## src/rtl/aam_pkg.sv

```systemverilog
package aam_pkg;

   typedef enum logic [3:0] {
      OPC_SUB = 4'h1,
      OPC_CMP = 4'h3,
      OPC_ADD = 4'h4,
      OPC_AND = 4'h5,
      OPC_OR  = 4'h6,
      OPC_XOR = 4'h7
   } opc_e;

   typedef enum logic [2:0] {
      FN_NONE,
      FN_ADD,
      FN_SUB,
      FN_AND,
      FN_OR,
      FN_XOR
   } fn_e;

   typedef struct packed {
      logic l;
      logic z;
      logic v;
      logic n;
   } flags_t;

   function automatic fn_e decode_fn(input logic [3:0] code);
      case (code)
         OPC_SUB, OPC_CMP: decode_fn = FN_SUB;
         OPC_ADD:          decode_fn = FN_ADD;
         OPC_AND:          decode_fn = FN_AND;
         OPC_OR:           decode_fn = FN_OR;
         OPC_XOR:          decode_fn = FN_XOR;
         default:          decode_fn = FN_NONE;
      endcase
   endfunction

endpackage

```

## src/rtl/aam_opnd_align.sv

```systemverilog
module aam_opnd_align #(
   parameter int HALF_W = 16,
   localparam int ACC_W = 2 * HALF_W
) (
   input  logic              wide_mode,
   input  logic              arith_op,
   input  logic [ACC_W-1:0]  acc_cur,
   input  logic [HALF_W-1:0] opnd,
   input  logic [ACC_W-1:0]  prod,
   output logic [ACC_W-1:0]  lhs,
   output logic [ACC_W-1:0]  rhs
);
   // Half-width arithmetic runs in the upper lane with a zero lower lane,
   // so one wide datapath serves both modes.
   always_comb begin
      if (wide_mode) begin
         lhs = acc_cur;
         rhs = prod;
      end else begin
         rhs = {opnd, {HALF_W{1'b0}}};
         lhs = arith_op ? {acc_cur[ACC_W-1:HALF_W], {HALF_W{1'b0}}} : acc_cur;
      end
   end
endmodule

```

## src/rtl/aam_arith.sv

```systemverilog
module aam_arith
   import aam_pkg::*;
#(
   parameter int W        = 32,
   parameter int SUB_IMPL = 0
) (
   input  fn_e          fn,
   input  logic [W-1:0] a,
   input  logic [W-1:0] b,
   output logic [W-1:0] res
);
   logic [W-1:0] diff;

   generate
      if (SUB_IMPL == 0) begin : g_sub_native
         assign diff = a - b;
      end else begin : g_sub_invert
         assign diff = a + ~b + {{(W-1){1'b0}}, 1'b1};
      end
   endgenerate

   always_comb begin
      case (fn)
         FN_ADD:  res = a + b;
         FN_SUB:  res = diff;
         FN_AND:  res = a & b;
         FN_OR:   res = a | b;
         FN_XOR:  res = a ^ b;
         default: res = a;
      endcase
   end
endmodule

```

## src/rtl/aam_flag_eval.sv

```systemverilog
module aam_flag_eval
   import aam_pkg::*;
#(
   parameter int W = 32
) (
   input  logic [W-1:0] res,
   output flags_t       flg
);
   logic is_zero;
   assign is_zero = (res == '0);

   always_comb begin
      flg   = '0;
      flg.z = is_zero;
      flg.n = ~is_zero & res[W-1];
   end
endmodule

```

## src/rtl/aam_acc_alu.sv

```systemverilog
module aam_acc_alu
   import aam_pkg::*;
#(
   parameter int HALF_W   = 16,
   parameter int OPC_W    = 4,
   parameter int SUB_IMPL = 0,
   localparam int ACC_W   = 2 * HALF_W
) (
   input  logic              clk,
   input  logic              rst_n,
   input  logic              ld_en,
   input  logic [OPC_W-1:0]  opc,
   input  logic              prod_sel,
   input  logic [HALF_W-1:0] opnd,
   input  logic [ACC_W-1:0]  prod,
   output logic [ACC_W-1:0]  acc,
   output logic              flag_z,
   output logic              flag_n,
   output logic              flag_l,
   output logic              flag_v
);
   generate
      if (HALF_W < 2) begin : g_bad_width
         $error("aam_acc_alu: HALF_W must be at least 2");
      end
      if (OPC_W != 4) begin : g_bad_opc
         $error("aam_acc_alu: OPC_W must be 4");
      end
      if (SUB_IMPL != 0 && SUB_IMPL != 1) begin : g_bad_sub
         $error("aam_acc_alu: SUB_IMPL must be 0 or 1");
      end
   endgenerate

   fn_e              fn;
   logic             is_cmp;
   logic             arith_op;
   logic             do_write;
   logic [ACC_W-1:0] lhs, rhs, res, acc_nxt;
   flags_t           flg_nxt, flg_q;

   assign fn       = decode_fn(opc);
   assign is_cmp   = (opc == OPC_CMP);
   assign arith_op = (fn == FN_ADD) || (fn == FN_SUB);
   assign do_write = ld_en && (fn != FN_NONE);

   aam_opnd_align #(.HALF_W(HALF_W)) u_align (
      .wide_mode (prod_sel),
      .arith_op  (arith_op),
      .acc_cur   (acc),
      .opnd      (opnd),
      .prod      (prod),
      .lhs       (lhs),
      .rhs       (rhs)
   );

   aam_arith #(.W(ACC_W), .SUB_IMPL(SUB_IMPL)) u_arith (
      .fn  (fn),
      .a   (lhs),
      .b   (rhs),
      .res (res)
   );

   aam_flag_eval #(.W(ACC_W)) u_flags (
      .res (res),
      .flg (flg_nxt)
   );

   always_comb begin
      if (is_cmp)
         acc_nxt = acc;
      else if (arith_op && !prod_sel)
         acc_nxt = {res[ACC_W-1:HALF_W], acc[HALF_W-1:0]};
      else
         acc_nxt = res;
   end

   always_ff @(posedge clk) begin
      if (!rst_n) begin
         acc   <= '0;
         flg_q <= '0;
      end else if (do_write) begin
         acc   <= acc_nxt;
         flg_q <= flg_nxt;
      end
   end

   assign flag_z = flg_q.z;
   assign flag_n = flg_q.n;
   assign flag_l = flg_q.l;
   assign flag_v = flg_q.v;
endmodule

```

## config.mk

```make
export PLATFORM = sky130hd
export DESIGN_NAME = aam_acc_alu
export DESIGN_NICKNAME = d
export VERILOG_FILES = /design/src/rtl/aam_pkg.sv /design/src/rtl/aam_opnd_align.sv /design/src/rtl/aam_arith.sv /design/src/rtl/aam_flag_eval.sv /design/src/rtl/aam_acc_alu.sv
export SDC_FILE = /design/constraint.sdc
export NUM_CORES = 1
export LEC_CHECK = 0
export CORE_MARGIN = 2
export CORE_UTILIZATION = 60
export CTS_CLUSTER_DIAMETER = 150
export DETAILED_ROUTE_END_ITERATION = 6
export DONT_BUFFER_PORTS = 1
export GPL_ROUTABILITY_DRIVEN = 0
export GPL_TIMING_DRIVEN = 0
export PLACE_DENSITY = 0.84
export SLEW_MARGIN = 25
export SYNTH_ARGS = -nofsm -noshare
export SYNTH_HDL_FRONTEND = slang
export SYNTH_SLANG_ARGS = --single-unit
```

## constraint.sdc

```tcl
create_clock -name clk -period 5.1 [get_ports clk]
set_clock_uncertainty 0.2 [all_clocks]
set_input_delay 0.51 -clock clk [delete_from_list [all_inputs] [get_ports clk]]
set_output_delay 0.51 -clock clk [all_outputs]
set_load 0.02 [all_outputs]
```

==> metrics.md <==
| Metric | Value |
|---|---|
| Initial Utilization | `between 60% and 70%` |
| Pin count of the biggest net entering global routing | `11` |
| Vias in the first global route | `7582` |
| Grt met2 use | `~61%` |
| Max Cap Violations | `0` |
| Top_reg_cell synth | `dfxtp_1` |
| Remaining antenna violation count after routing | `0` |
| Top post-synthesis cells by count | `ha_1 (84), nand2_1 (84), nor2_1 (81), a21oi_1 (77), inv_1 (70)` |
| M1 GR Usage | `between 40 and 50%` |
| Core Util, Final | `69.50%` |
| Reg area | `680.7 µm²` |
| XOR/XNOR Fraction of Synth Area | `5.854%` |
| Fin area | `7634 µm²` |
| Final Cycle Share | `99.34%` |
| Share of cells above drive strength 1 | `11.71%` |
| Later-pin clock latency in the skew report | `0.30 ns` |
| Synth warn | `0` |
| Die area | `12270 µm²` |
| First-pass GRT wire length | `38890 µm` |
| Ports | `92` |
| CTS tree | `done` |
| Complex-gate fraction of the synthesized area | `29.93%` |
| Area leader, netlist | `ha_1` |
| Endpoints failing setup | `0` |
| Multi-input gate area | `around 6000 µm²` |
| Mean number of vias per cell | `between 7 and 8` |
| Final slew viol count | `0` |
| Rel. slew slack | `30.10%` |
| Status | `finished, final reports clean` |
| Startpoint types | `primary input` |
| Req. time, crit path | `5.14 ns` |
| Clk root buf | `clkbuf_16` |
| Placed instance area | `7019 µm²` |
| # fillers | `906` |
| CP Class | `in -> reg` |
| EDFF count, synth | `0` |
| CP Max Fanout | `10` |
| Overall routing resource usage | `between 30% and 40%` |
| Upper clock frequency limit | `between 150 and 200 MHz` |
| Synth Cell Area | `6839 µm²` |
| Clock sinks | `34` |
| Synth Area in Simple Gates | `26.16%` |
| DRC Markers | `0` |
| Place WS | `-1.489 ns` |
| Post-synth cell types | `90` |
| Mux cell area share after synthesis | `4.830%` |
| Largest family of logic cells by synthesized area | `compound AO/OA/AOI/OAI gates` |
| Area of the core | `10980 µm²` |
| Pwr/cell area | `186.2 nW/µm²` |
| H-Tree Depth | `2` |
| Slew at the pin closest to its max-slew limit | `1.045 ns` |
| Final Hold Fails | `0` |
| Mean post-synth cell area | `7.117 µm²` |
| DRT Wirelength | `25410 µm` |
| Die width | `110.8 µm` |
| Main area contributors after synthesis | `ha_1 (15%), dfxtp_1 (10%), a21oi_1 (5.6%)` |
| Die span in y | `110.8 µm` |
| 1st-pass router iterations | `6` |
| Grt peak-use layer | `met2` |
| 1st-iter DRT viols | `1062` |
| Leakage power | `3.356 nW` |
| Nets | `1123` |
| Clock-pin slew on the worst setup and hold paths | `0.06 ns` |
| Synth Area in Adders | `15.66%` |
| Post-synthesis sequential area ratio | `9.952%` |
| Grt met3 use | `around a tenth` |
| Total CTS buffers | `5` |
| Dpl hpwl | `18440 µm` |
| Antenna violations before repair | `0` |
| Wirelength per Cell | `between 20 and 25 µm` |
| Final Critical Period | `roughly 5 ns` |
| Area growth, synth to finish | `11.62%` |
| FP Rows | `38` |
| N_diodes | `0` |
| Via count | `8110` |
| CTS Buffer Depth | `2` |
| Cells after synthesis | `a little under 1000` |
| Worst min path class | `in -> reg` |
| Cts hold-fix bufs | `0` |
| GRT overflow | `0` |
| CP arrival | `5.11 ns` |
| #FFs+latches synth | `34` |
| Port Buffers | `0` |
| Worst VDD drop | `0.1252 mV` |
| CP endpoint kind | `flip-flop` |
| Worst Setup Slack, final | `0.03364 ns` |
| Async S/R FF share, synth | `0%` |
| Share of the synthesized area in the top cell type | `15.37%` |
[state kept, by name, indices dropped and copies added, names as in the netlist]
name    count
acc        32
flag_n      1
flag_z      1
[placed cells by master, fill, tap and decap left out, types with 10 or more instances in the layout]
cell type	instances
a221oi_1	14
a21o_1	14
inv_1	70
mux2i_1	22
nor2_1	81
buf_4	18
ha_1	80
nand2_1	80
o21ai_0	46
and2_1	31
clkbuf_1	32
a211oi_1	21
xor2_1	10
a21oi_1	71
o211ai_1	11
xnor2_1	32
and3_1	16
nand3_1	22
nand2b_1	12
o22ai_1	10
nand4_1	11
nor3_1	14
dfxtp_1	34
[power by group]
group	leakage (nW)	switching, W	internal, W	total [W]
Sequential	0.277	0.0000369	0.000279	0.000316
Clock	0.0829	0.000139	0.000242	0.000380
Combinational	3.00	0.000448	0.000277	0.000725
[worst max-delay path, stage by stage]
cell and delay [ns]:
buf_6 0.13, buf_12 0.15, buf_12 0.16, buf_12 0.16
nand2_4 0.09, ha_4 0.18, clkbuf_4 0.18, and3_1 0.19
and4_1 0.22, a211oi_4 0.35, ha_4 0.22, nand3_1 0.12
mux2i_4 0.24, nor3b_4 0.23, nand4_1 0.29, buf_4 0.27
a21oi_2 0.23, o21ai_0 0.11, a31o_2 0.34, nor4_4 0.21
and4_1 0.25, nand4_1 0.14, nand2_1 0.10
[kinds of logic after synthesis]
kind of cell             Yosys count
AND/OR/NAND/NOR                  342
AO/OA/AOI/OAI                    296
buffers and inverters            127
adder cells (fa/ha/maj)           85
XOR/XNOR                          44
flip-flops                        34
multiplexers                      32
other                              1
[final timing paths]
| check | start | to | slack [ns] | cells after the start |
|---|---|---|---|---|
| setup / recovery | prod_sel | flag_z$_SDFFE_PN0P_ | 0.03 | 23 |
| hold / removal | ld_en | flag_n$_SDFFE_PN0P_ | 0.24 | 2 |
| setup reg to reg | acc[0]$_SDFFE_PN0P_ | flag_z$_SDFFE_PN0P_ | 1.09 | 15 |
| hold reg to reg | flag_z$_SDFFE_PN0P_ | flag_z$_SDFFE_PN0P_ | 0.35 | 2 |
[what timing repair did]
action / in CTS / in global routing
setup endpoints to repair: 22 / 5
resized for setup: 43 / 33
buffers inserted: 6 / 9
pin swaps: 3 / 8
[cell type report]
cell class	count	area share (%)
Buffer	53	3.934
Clock inverter	1	0.3934
Multi-Input combinational cell	801	77.46
Timing Repair Buffer	15	1.639
Inverter	72	3.540
Clock buffer	6	1.819
Tap cell	140	2.295
Sequential cell	34	8.917
[routing by layer]
layer / vias to the layer above / routed length, µm
met5: - / 0
met4: 0 / 1924
met3: 182 / 3469
met2: 683 / 10780
met1: 3665 / 9242
li1: 3580 / -
[per-stage QoR]
stage | hold WS [ns] | setup TNS, ns | std cells | total power, W
after floorplan | 0.3285 | 0 | 962 | 0.0007935
after global placement | 0.3443 | -13.01 | 1102 | 0.0009324
after detailed placement | 0.3485 | -15.03 | 1102 | 0.0009444
after CTS | 0.2417 | 0 | 1114 | 0.001346
after global routing | 0.2732 | -0.05175 | 1122 | 0.001480
final | 0.2350 | 0 | 1122 | 0.001421
Power figures use the tool's default switching activity.
